### src/rtl/bmide_pkg.sv
package bmide_pkg;
  localparam int CH_NUM    = 2;
  localparam int REG_W     = 32;
  localparam int REG_BYTES = REG_W / 8;
  localparam int OFF_W     = 3;
  localparam int WIN_AW    = OFF_W + 1;

  localparam logic [OFF_W-1:0] OFF_CMD  = 3'd0;
  localparam logic [OFF_W-1:0] OFF_MODE = 3'd1;
  localparam logic [OFF_W-1:0] OFF_STAT = 3'd2;
  localparam logic [OFF_W-1:0] OFF_TIME = 3'd3;

  localparam logic [7:0] CMD_KEEP = 8'h09;
  localparam int CMD_RUN  = 0;
  localparam int CMD_DIR  = 3;
  localparam int ST_ACT   = 0;
  localparam int ST_INT   = 2;
  localparam int MODE_LVL = 2;
  localparam int MODE_BLK = 4;

  typedef enum logic [1:0] {
    SZ_BYTE = 2'd0,
    SZ_HALF = 2'd1,
    SZ_WORD = 2'd2
  } acc_size_e;
endpackage

### src/rtl/bmide_irq.sv
module bmide_irq
  import bmide_pkg::*;
#(
  parameter bit VENDOR_EXT = 1'b1
) (
  input  logic              clk,
  input  logic              rst_n,
  input  logic [CH_NUM-1:0] irq_in,
  input  logic              blk_wr_i,
  input  logic [CH_NUM-1:0] blk_wdata_i,
  output logic [7:0]        mode_o,
  output logic              irq_o
);
  logic [CH_NUM-1:0] lvl_q, lvl_d;
  logic [CH_NUM-1:0] blk_q;
  logic [CH_NUM-1:0] gated;
  logic              up_q;

  assign lvl_d = irq_in;

  always_ff @(posedge clk or negedge rst_n) begin
    if (!rst_n) begin
      lvl_q <= '0;
      up_q  <= 1'b0;
    end else begin
      lvl_q <= lvl_d;
      up_q  <= 1'b1;
    end
  end

  if (VENDOR_EXT) begin : g_blk
    logic [CH_NUM-1:0] blk_d;
    logic              blk_en;
    assign blk_en = blk_wr_i;
    assign blk_d  = blk_wdata_i;
    always_ff @(posedge clk or negedge rst_n) begin
      if (!rst_n)      blk_q <= '0;
      else if (blk_en) blk_q <= blk_d;
    end
  end else begin : g_noblk
    assign blk_q = '0;
  end

  for (genvar c = 0; c < CH_NUM; c++) begin : g_gate
    assign gated[c] = lvl_q[c] & ~blk_q[c];
  end

  assign irq_o  = |gated;
  assign mode_o = {2'b00, blk_q, lvl_q, 2'b00};

  // with no level in the previous cycle, the output is low
  a_r8_quiet: assert property (@(posedge clk) disable iff (!rst_n)
    (up_q && !$past(|irq_in)) |-> !irq_o);
  // an unmasked channel 0 level reaches the output one cycle later
  a_r8_pass_ch0: assert property (@(posedge clk) disable iff (!rst_n)
    (up_q && $past(irq_in[0]) && !blk_q[0]) |-> irq_o);
  // mask bits move only after a mode write
  a_r7_mask_hold: assert property (@(posedge clk) disable iff (!rst_n)
    (up_q && !$past(blk_wr_i)) |-> $stable(blk_q));
endmodule

### src/rtl/bmide_chan.sv
module bmide_chan
  import bmide_pkg::*;
#(
  parameter bit VENDOR_EXT = 1'b1
) (
  input  logic             clk,
  input  logic             rst_n,
  input  logic             wr_i,
  input  logic [OFF_W-1:0] off_i,
  input  logic [1:0]       size_i,
  input  logic [REG_W-1:0] wdata_i,
  input  logic             done_i,
  output logic [REG_W-1:0] rdata_o,
  output logic             start_o,
  output logic             cancel_o,
  output logic             dir_o,
  output logic [REG_W-1:0] cur_addr_o
);
  logic [7:0]           cmd_q, cmd_d;
  logic                 cmd_en;
  logic [7:0]           st_q, st_d;
  logic                 st_en;
  logic [REG_W-1:0]     addr_q, addr_d, cur_q, addr_merge, wd_sh;
  logic                 addr_en;
  logic [REG_BYTES-1:0] be_base, addr_be;
  logic                 start_q, start_d, cancel_q, cancel_d;
  logic                 wr_cmd, wr_st, wr_tim;
  logic [7:0]           tim_rd;
  logic [REG_W-1:0]     rd_mask, addr_rd;
  logic                 up_q;

  assign wr_cmd = wr_i && (off_i == OFF_CMD);
  assign wr_st  = wr_i && (off_i == OFF_STAT);
  assign wr_tim = wr_i && (off_i == OFF_TIME);

  // command and status next state
  always_comb begin
    cmd_d    = wdata_i[7:0] & CMD_KEEP;
    cmd_en   = wr_cmd;
    st_d     = st_q;
    start_d  = 1'b0;
    cancel_d = 1'b0;
    if (wr_st) begin
      st_d = {1'b0, wdata_i[6:5], 2'b00, st_q[2:1] & ~wdata_i[2:1], st_q[0]};
    end
    if (wr_cmd) begin
      if (!wdata_i[CMD_RUN]) begin
        cancel_d       = 1'b1;
        st_d[ST_ACT]   = 1'b0;
      end else if (!st_q[ST_ACT]) begin
        start_d        = 1'b1;
        st_d[ST_ACT]   = 1'b1;
      end
    end
    if (done_i) begin
      st_d[ST_INT] = 1'b1;
      if (!start_d) st_d[ST_ACT] = 1'b0;
    end
    st_en = wr_cmd | wr_st | done_i;
  end

  // pointer byte lanes
  always_comb begin
    unique case (size_i)
      SZ_BYTE: be_base = 4'b0001;
      SZ_HALF: be_base = 4'b0011;
      default: be_base = 4'b1111;
    endcase
    addr_be = (wr_i && off_i[OFF_W-1]) ? (be_base << off_i[1:0]) : '0;
    wd_sh   = wdata_i << {off_i[1:0], 3'b000};
    addr_en = |addr_be;
  end

  for (genvar b = 0; b < REG_BYTES; b++) begin : g_lane
    assign addr_merge[b*8 +: 8] = addr_be[b] ? wd_sh[b*8 +: 8] : addr_q[b*8 +: 8];
  end
  assign addr_d = {addr_merge[REG_W-1:2], 2'b00};

  always_ff @(posedge clk or negedge rst_n) begin
    if (!rst_n) begin
      cmd_q    <= '0;
      st_q     <= '0;
      addr_q   <= '0;
      cur_q    <= '0;
      start_q  <= 1'b0;
      cancel_q <= 1'b1;
      up_q     <= 1'b0;
    end else begin
      up_q     <= 1'b1;
      start_q  <= start_d;
      cancel_q <= cancel_d;
      if (cmd_en) cmd_q <= cmd_d;
      if (st_en)  st_q  <= st_d;
      if (addr_en) begin
        addr_q <= addr_d;
        cur_q  <= addr_d;
      end
    end
  end

  if (VENDOR_EXT) begin : g_tim
    logic [7:0] tim_q;
    always_ff @(posedge clk or negedge rst_n) begin
      if (!rst_n)      tim_q <= '0;
      else if (wr_tim) tim_q <= wdata_i[7:0];
    end
    assign tim_rd = tim_q;
  end else begin : g_notim
    assign tim_rd = 8'hFF;
  end

  // read path
  always_comb begin
    unique case (size_i)
      SZ_BYTE: rd_mask = 32'h0000_00FF;
      SZ_HALF: rd_mask = 32'h0000_FFFF;
      default: rd_mask = '1;
    endcase
    addr_rd = (addr_q >> {off_i[1:0], 3'b000}) & rd_mask;
    if (off_i[OFF_W-1]) begin
      rdata_o = addr_rd;
    end else begin
      unique case (off_i[1:0])
        2'd0:    rdata_o = {24'b0, cmd_q};
        2'd2:    rdata_o = {24'b0, st_q};
        2'd3:    rdata_o = {24'b0, tim_rd};
        default: rdata_o = '0;
      endcase
    end
  end

  assign start_o    = start_q;
  assign cancel_o   = cancel_q;
  assign dir_o      = cmd_q[CMD_DIR];
  assign cur_addr_o = cur_q;

  // a start pulse only leaves an idle channel, which becomes active
  a_r3_start_from_idle: assert property (@(posedge clk) disable iff (!rst_n)
    (up_q && start_o) |-> (st_q[ST_ACT] && !$past(st_q[ST_ACT])));
  // start and stop never together
  a_r3_no_clash: assert property (@(posedge clk) disable iff (!rst_n)
    !(start_o && cancel_o));
  // reserved status bits stay zero
  a_r4_reserved_zero: assert property (@(posedge clk) disable iff (!rst_n)
    (st_q[7] == 1'b0) && (st_q[4:3] == 2'b00));
  // writing 1 to the interrupt bit clears it when no done arrives
  a_r4_w1c: assert property (@(posedge clk) disable iff (!rst_n)
    (up_q && $past(wr_st) && $past(wdata_i[ST_INT]) && !$past(done_i)) |-> !st_q[ST_INT]);
  // done sets the interrupt bit
  a_r9_done_int: assert property (@(posedge clk) disable iff (!rst_n)
    (up_q && $past(done_i)) |-> st_q[ST_INT]);
  // the pointer only changes after a pointer write
  a_r5_addr_hold: assert property (@(posedge clk) disable iff (!rst_n)
    (up_q && !$past(addr_en)) |-> $stable(addr_q));
endmodule

### src/rtl/bmide_regs.sv
module bmide_regs
  import bmide_pkg::*;
#(
  parameter bit VENDOR_EXT = 1'b1
) (
  input  logic              clk,
  input  logic              rst_n,
  input  logic              bus_sel,
  input  logic              bus_we,
  input  logic [WIN_AW-1:0] bus_addr,
  input  logic [1:0]        bus_size,
  input  logic [REG_W-1:0]  bus_wdata,
  output logic [REG_W-1:0]  bus_rdata,
  input  logic [CH_NUM-1:0] drv_irq,
  input  logic [CH_NUM-1:0] dma_done,
  output logic [CH_NUM-1:0] dma_start,
  output logic [CH_NUM-1:0] dma_cancel,
  output logic [CH_NUM-1:0] dma_dir,
  output logic [REG_W-1:0]  cur_addr0,
  output logic [REG_W-1:0]  cur_addr1,
  output logic              irq_out
);
  logic [OFF_W-1:0] off;
  logic             wr_any;
  logic             mode_wr;
  logic [7:0]       mode_byte;
  logic [REG_W-1:0] chan_rd  [CH_NUM];
  logic [REG_W-1:0] chan_cur [CH_NUM];

  assign off     = bus_addr[OFF_W-1:0];
  assign wr_any  = bus_sel && bus_we;
  assign mode_wr = wr_any && (off == OFF_MODE);

  for (genvar c = 0; c < CH_NUM; c++) begin : g_ch
    bmide_chan #(.VENDOR_EXT(VENDOR_EXT)) u_chan (
      .clk        (clk),
      .rst_n      (rst_n),
      .wr_i       (wr_any && (bus_addr[OFF_W] == 1'(c))),
      .off_i      (off),
      .size_i     (bus_size),
      .wdata_i    (bus_wdata),
      .done_i     (dma_done[c]),
      .rdata_o    (chan_rd[c]),
      .start_o    (dma_start[c]),
      .cancel_o   (dma_cancel[c]),
      .dir_o      (dma_dir[c]),
      .cur_addr_o (chan_cur[c])
    );
  end

  bmide_irq #(.VENDOR_EXT(VENDOR_EXT)) u_irq (
    .clk         (clk),
    .rst_n       (rst_n),
    .irq_in      (drv_irq),
    .blk_wr_i    (mode_wr),
    .blk_wdata_i (bus_wdata[MODE_BLK +: CH_NUM]),
    .mode_o      (mode_byte),
    .irq_o       (irq_out)
  );

  always_comb begin
    if (off == OFF_MODE) begin
      bus_rdata = VENDOR_EXT ? {24'b0, mode_byte} : 32'h0000_00FF;
    end else begin
      bus_rdata = chan_rd[bus_addr[OFF_W]];
    end
  end

  assign cur_addr0 = chan_cur[0];
  assign cur_addr1 = chan_cur[1];

  // one access per cycle, so at most one channel starts at a time
  a_r1_single_start: assert property (@(posedge clk) disable iff (!rst_n)
    $onehot0(dma_start));
endmodule

### config.mk
export PLATFORM = sky130hd
export DESIGN_NAME = bmide_regs
export DESIGN_NICKNAME = d
export VERILOG_FILES = /design/src/rtl/bmide_pkg.sv /design/src/rtl/bmide_irq.sv /design/src/rtl/bmide_chan.sv /design/src/rtl/bmide_regs.sv
export SDC_FILE = /design/constraint.sdc
export NUM_CORES = 1
export LEC_CHECK = 0
export ABC_CLOCK_PERIOD_IN_PS = 1200
export BUFFER_PORTS_ARGS = -buffer_cell sky130_fd_sc_hd__buf_2
export CORE_ASPECT_RATIO = 1.4
export CORE_MARGIN = 5
export CORE_UTILIZATION = 50
export CTS_BUF_LIST = sky130_fd_sc_hd__clkbuf_2
export CTS_CLUSTER_DIAMETER = 80
export DETAILED_ROUTE_END_ITERATION = 16
export PLACE_DENSITY = 0.9
export RECOVER_POWER = 100
export SLEW_MARGIN = 40
export SYNTH_ARGS = -nofsm -noshare
export SYNTH_HDL_FRONTEND = slang
export SYNTH_SLANG_ARGS = --single-unit
### constraint.sdc
create_clock -name clk -period 1.2 [get_ports clk]
set_input_delay 0.06 -clock clk [delete_from_list [all_inputs] [get_ports clk]]
set_output_delay 0.06 -clock clk [all_outputs]
set_load 0.02 [all_outputs]
==> impl_results.md <==
- Placer Congestion: 0.954
- Ys Warns: 0
- CP Depth: 5
- Comb power frac: 51.8%
- Die W: 101 um
- Period utilization: 192%
- Max Buffers Root-to-Sink: 2
- Critical-path top delay cell: mux4_2
- Min Clock Period, post-route: 2.31 ns
- Largest family of logic cells by synthesized area: multiplexers
- Synth top cells by count: dfrtp_1 (96), mux2_2 (61), nor2_1 (53)
- Status: finished, violations left
- Register share of total power: 33.2%
- Synthesis-to-layout area growth: 66.8%
- Hold depth: 4
- PwrDens: 1480 nW/um2
- Worst-path cell chain: mux4_2 -> nand2_2 -> nand2_1 -> a22o_1 -> buf_6
- Reg2Reg Capture Point: g_ch[0].u_chan.addr_q[4]
- Register bit total from synthesis: 98
- Fmax: 433 MHz
- Worst hold endpoint: g_ch[0].u_chan.start_o
- Post-synthesis adder-cell area fraction: 0%
- Final ANT Viol Nets: 0
- Wire length per cell: 30.1 um
- Clk Tree Root Cell: clkbuf_2
- Smallest setup slack after layout: -1.11 ns
- Leak: 0.00445 uW
- Post-route DRC: 0
- CTS sink count: 98
- Number of I/O port buffers: 144
- Die Y-Extent: 138 um
- Seq/Total Area, Yosys: 42.0%
- Worst Skew: 0.0322 ns
- Sw Ratio: 39.7%
- CTS Buf Count: 9
- Number of global-route vias before repair: 7202
- CP Data Required Time: 1.14 ns
- Post-synth EDFFs: 0
- Async set or reset register ratio after synthesis: 100%
- Layout cells sized above 1: 60.1%
- Largest net degree at the start of global routing: 41
- WS Path Type: flop to output pin
- Setup crit end kind: output pin
- Final wirelength: 31.1 mm
- Worst path bufs/invs: 1
- Worst slew margin: 55.7%
- Netlist cell types: 50
- Arrival @ worst endpoint: 2.25 ns
- Worst setup SP type: flop
- Clk network pwr share: 15.0%
- Cell family with most CP delay: multiplexers
- H-tree depth: 3
- Starting density of the core: 51.3%
- Tot GR Track Use: 39.7%
- Post-synthesis mux area share: 25.9%
- CP max stage delay: 0.55 ns
- Top-count cell post-synth: dfrtp_1
- Post-synthesis instance area: 5850 um2
- Maximum vdd drop: 0.00135 V
- Hold Startpoint: bus_sel
- Initial antenna violation count: 1
- Design internal power: 8730 uW
- Mapped Cells: 556
- Critical R2R Launch: g_ch[0].u_chan.addr_q[4]
- Total grt overflow: 0
- Syn_area_per_cell: 10.5 um2
- Cell Rows: 46
- Die area: 14000 um2
- Main flop type after synthesis: dfrtp_1
- R2r setup slk: 0 ns
- First-pass GRT wire length: 41.9 mm
- Net Switching: 5760 uW
- Iteration-0 DRC Markers: 1138
- Ranking of synthesized cells by area: dfrtp_1 (41%), mux2_2 (12%), mux2i_1 (8.6%), mux4_2 (4.2%), a211oi_1 (4.1%)
- Synth Area in Compound Gates: 14.4%
- CTS Hold Bufs: 44
- Worst Max-Slew Pin Slew: 0.663 ns
- Top Ports: 149
- Via count: 7223
- Violated checks: setup timing
- Synth top area share: 41.1%
- Synth Area in XOR/XNOR: 0%
- Area leader, netlist: dfrtp_1
- CTS tree: done
- Total power: 14500 uW
- Clk_lat worst skew: 0.61 ns
- # setup viols final: 189
- Net count reported at finish: 931
- Core area: 11400 um2
- Place WS: -0.456 ns
- Critical Path Fanout Max: 2
- Min-Delay Path Class: primary input to flop
- Vias per cell: 6.97
- Max-cap violation count: 0
- Clk slew on worst S/H paths: 0.32 ns
- Post-Synth Simple-Gate Area: 11.9%
- Count of final hold-check violations: 0
- Register-to-Register Path Depth: 4
- DP HPWL: 16.4 mm
- Max Slew Vio Count: 0
- RSZ-0062 raised after global routing: yes
- DRT Pass-1 Iters: 6
==> cell usage in the layout, fill, tap and decap left out, types with 7 or more instances in the layout <==
master | synthesis | routed
a211oi_2 | 2 | 29
buf_2 | 17 | 49
mux2i_4 | 0 | 9
nor2b_1 | 14 | 8
nand2_1 | 47 | 45
mux2i_1 | 50 | 36
clkbuf_2 | 0 | 15
buf_4 | 18 | 104
buf_6 | 7 | 151
o21ai_0 | 42 | 37
nor2_2 | 2 | 9
mux4_2 | 11 | 11
a21oi_1 | 28 | 21
a21oi_2 | 0 | 7
dfrtp_1 | 96 | 65
dfrtp_2 | 0 | 31
mux2_2 | 61 | 60
dlygate4sd3_1 | 0 | 41
nor2_1 | 53 | 44
==> power groups by stage <==
stage / Clock [uW] / Sequential [uW] / Combinational, uW
finish: 2170 / 4810 / 7500
global route: 2260 / 4830 / 7690
CTS: 2050 / 4610 / 6460
detailed placement: 0 / 4580 / 4970
global placement: 0 / 4510 / 4740
floorplan: 0 / 5210 / 1940
==> logic make-up after synthesis <==
logic type	after synthesis
flops	98
mux	129
compound gates	135
buf+inv	52
other cells	1
simple gates	141
==> per-stage QoR <==
stage	utilization, %	std cells	cell area, um2	TNS [ns]	hold slack (ns)
3_5_place_dp	69.7	954	7940	-36.00	-0.0866
3_3_place_gp	69.7	954	7940	-29.39	-0.0920
6_report	85.6	1036	9760	-53.19	0.0168
2_1_floorplan	-	559	6090	-1.08	-0.236
4_1_cts	83.6	1021	9530	-34.77	0.00957
5_1_grt	85.6	1035	9760	-51.55	0.0471
==> final cells by class <==
class                   count  area [um2]
diodes                      2        5.00
repair buffers            364        3330
clock inverters             5         103
flip-flops and latches     98        2490
fillers                   487        1640
well taps                 144         180
inverters                   3        11.3
multi-input cells         409        3580
clock buffers              11        55.1
==> metal layers <==
layer  track usage, %  vias up  wire length, um
met3             11.1      305             4120
met5                0        -                0
met1             47.0     3407            10000
met4             25.1        0             3030
met2             63.4      845            14000
li1                 -     2666                -
==> registers in the layout, summed over array words and instances (netlist names) <==
register                 flops
g_ch.u_chan.addr_q          30
g_ch.u_chan.cur_addr_o      30
g_ch.u_chan.g_tim.tim_q     16
g_ch.u_chan.st_q            10
g_ch.u_chan.cmd_q            4
g_ch.u_chan.cancel_o         2
g_ch.u_chan.start_o          2
u_irq.blk_q                  2
u_irq.lvl_q                  2
==> worst reg2reg max path, stage by stage, from the launching register on <==
cell	delay, ns
dfrtp_1	0.47
buf_6	0.13
buf_4	0.13
buf_4	0.14
mux2_2	0.27
==> repair_timing <==
item | in CTS | in global routing
setup buffers | 19 | 33
setup endpoints to repair | 99 | 118
pin swaps | 33 | 31
endpoints found under the hold margin | 195 | 1
gates resized for setup | 265 | 84
==> how the worst max path moves through the flow <==
stage,from,to,slack [ns]
global placement,bus_addr[0],bus_rdata[7],-0.42
floorplan,g_ch[0].u_chan.addr_q[27],bus_rdata[3],-0.18
detailed placement,bus_addr[0],g_ch[1].u_chan.cur_addr_o[29],-0.46
CTS,g_ch[0].u_chan.addr_q[27],bus_rdata[3],-0.92
global route,g_ch[1].u_chan.cur_addr_o[6],bus_rdata[6],-1.10
finish,g_ch[1].u_chan.cur_addr_o[30],bus_rdata[6],-1.11
No activity file was read; power rests on OpenSTA's default activity.
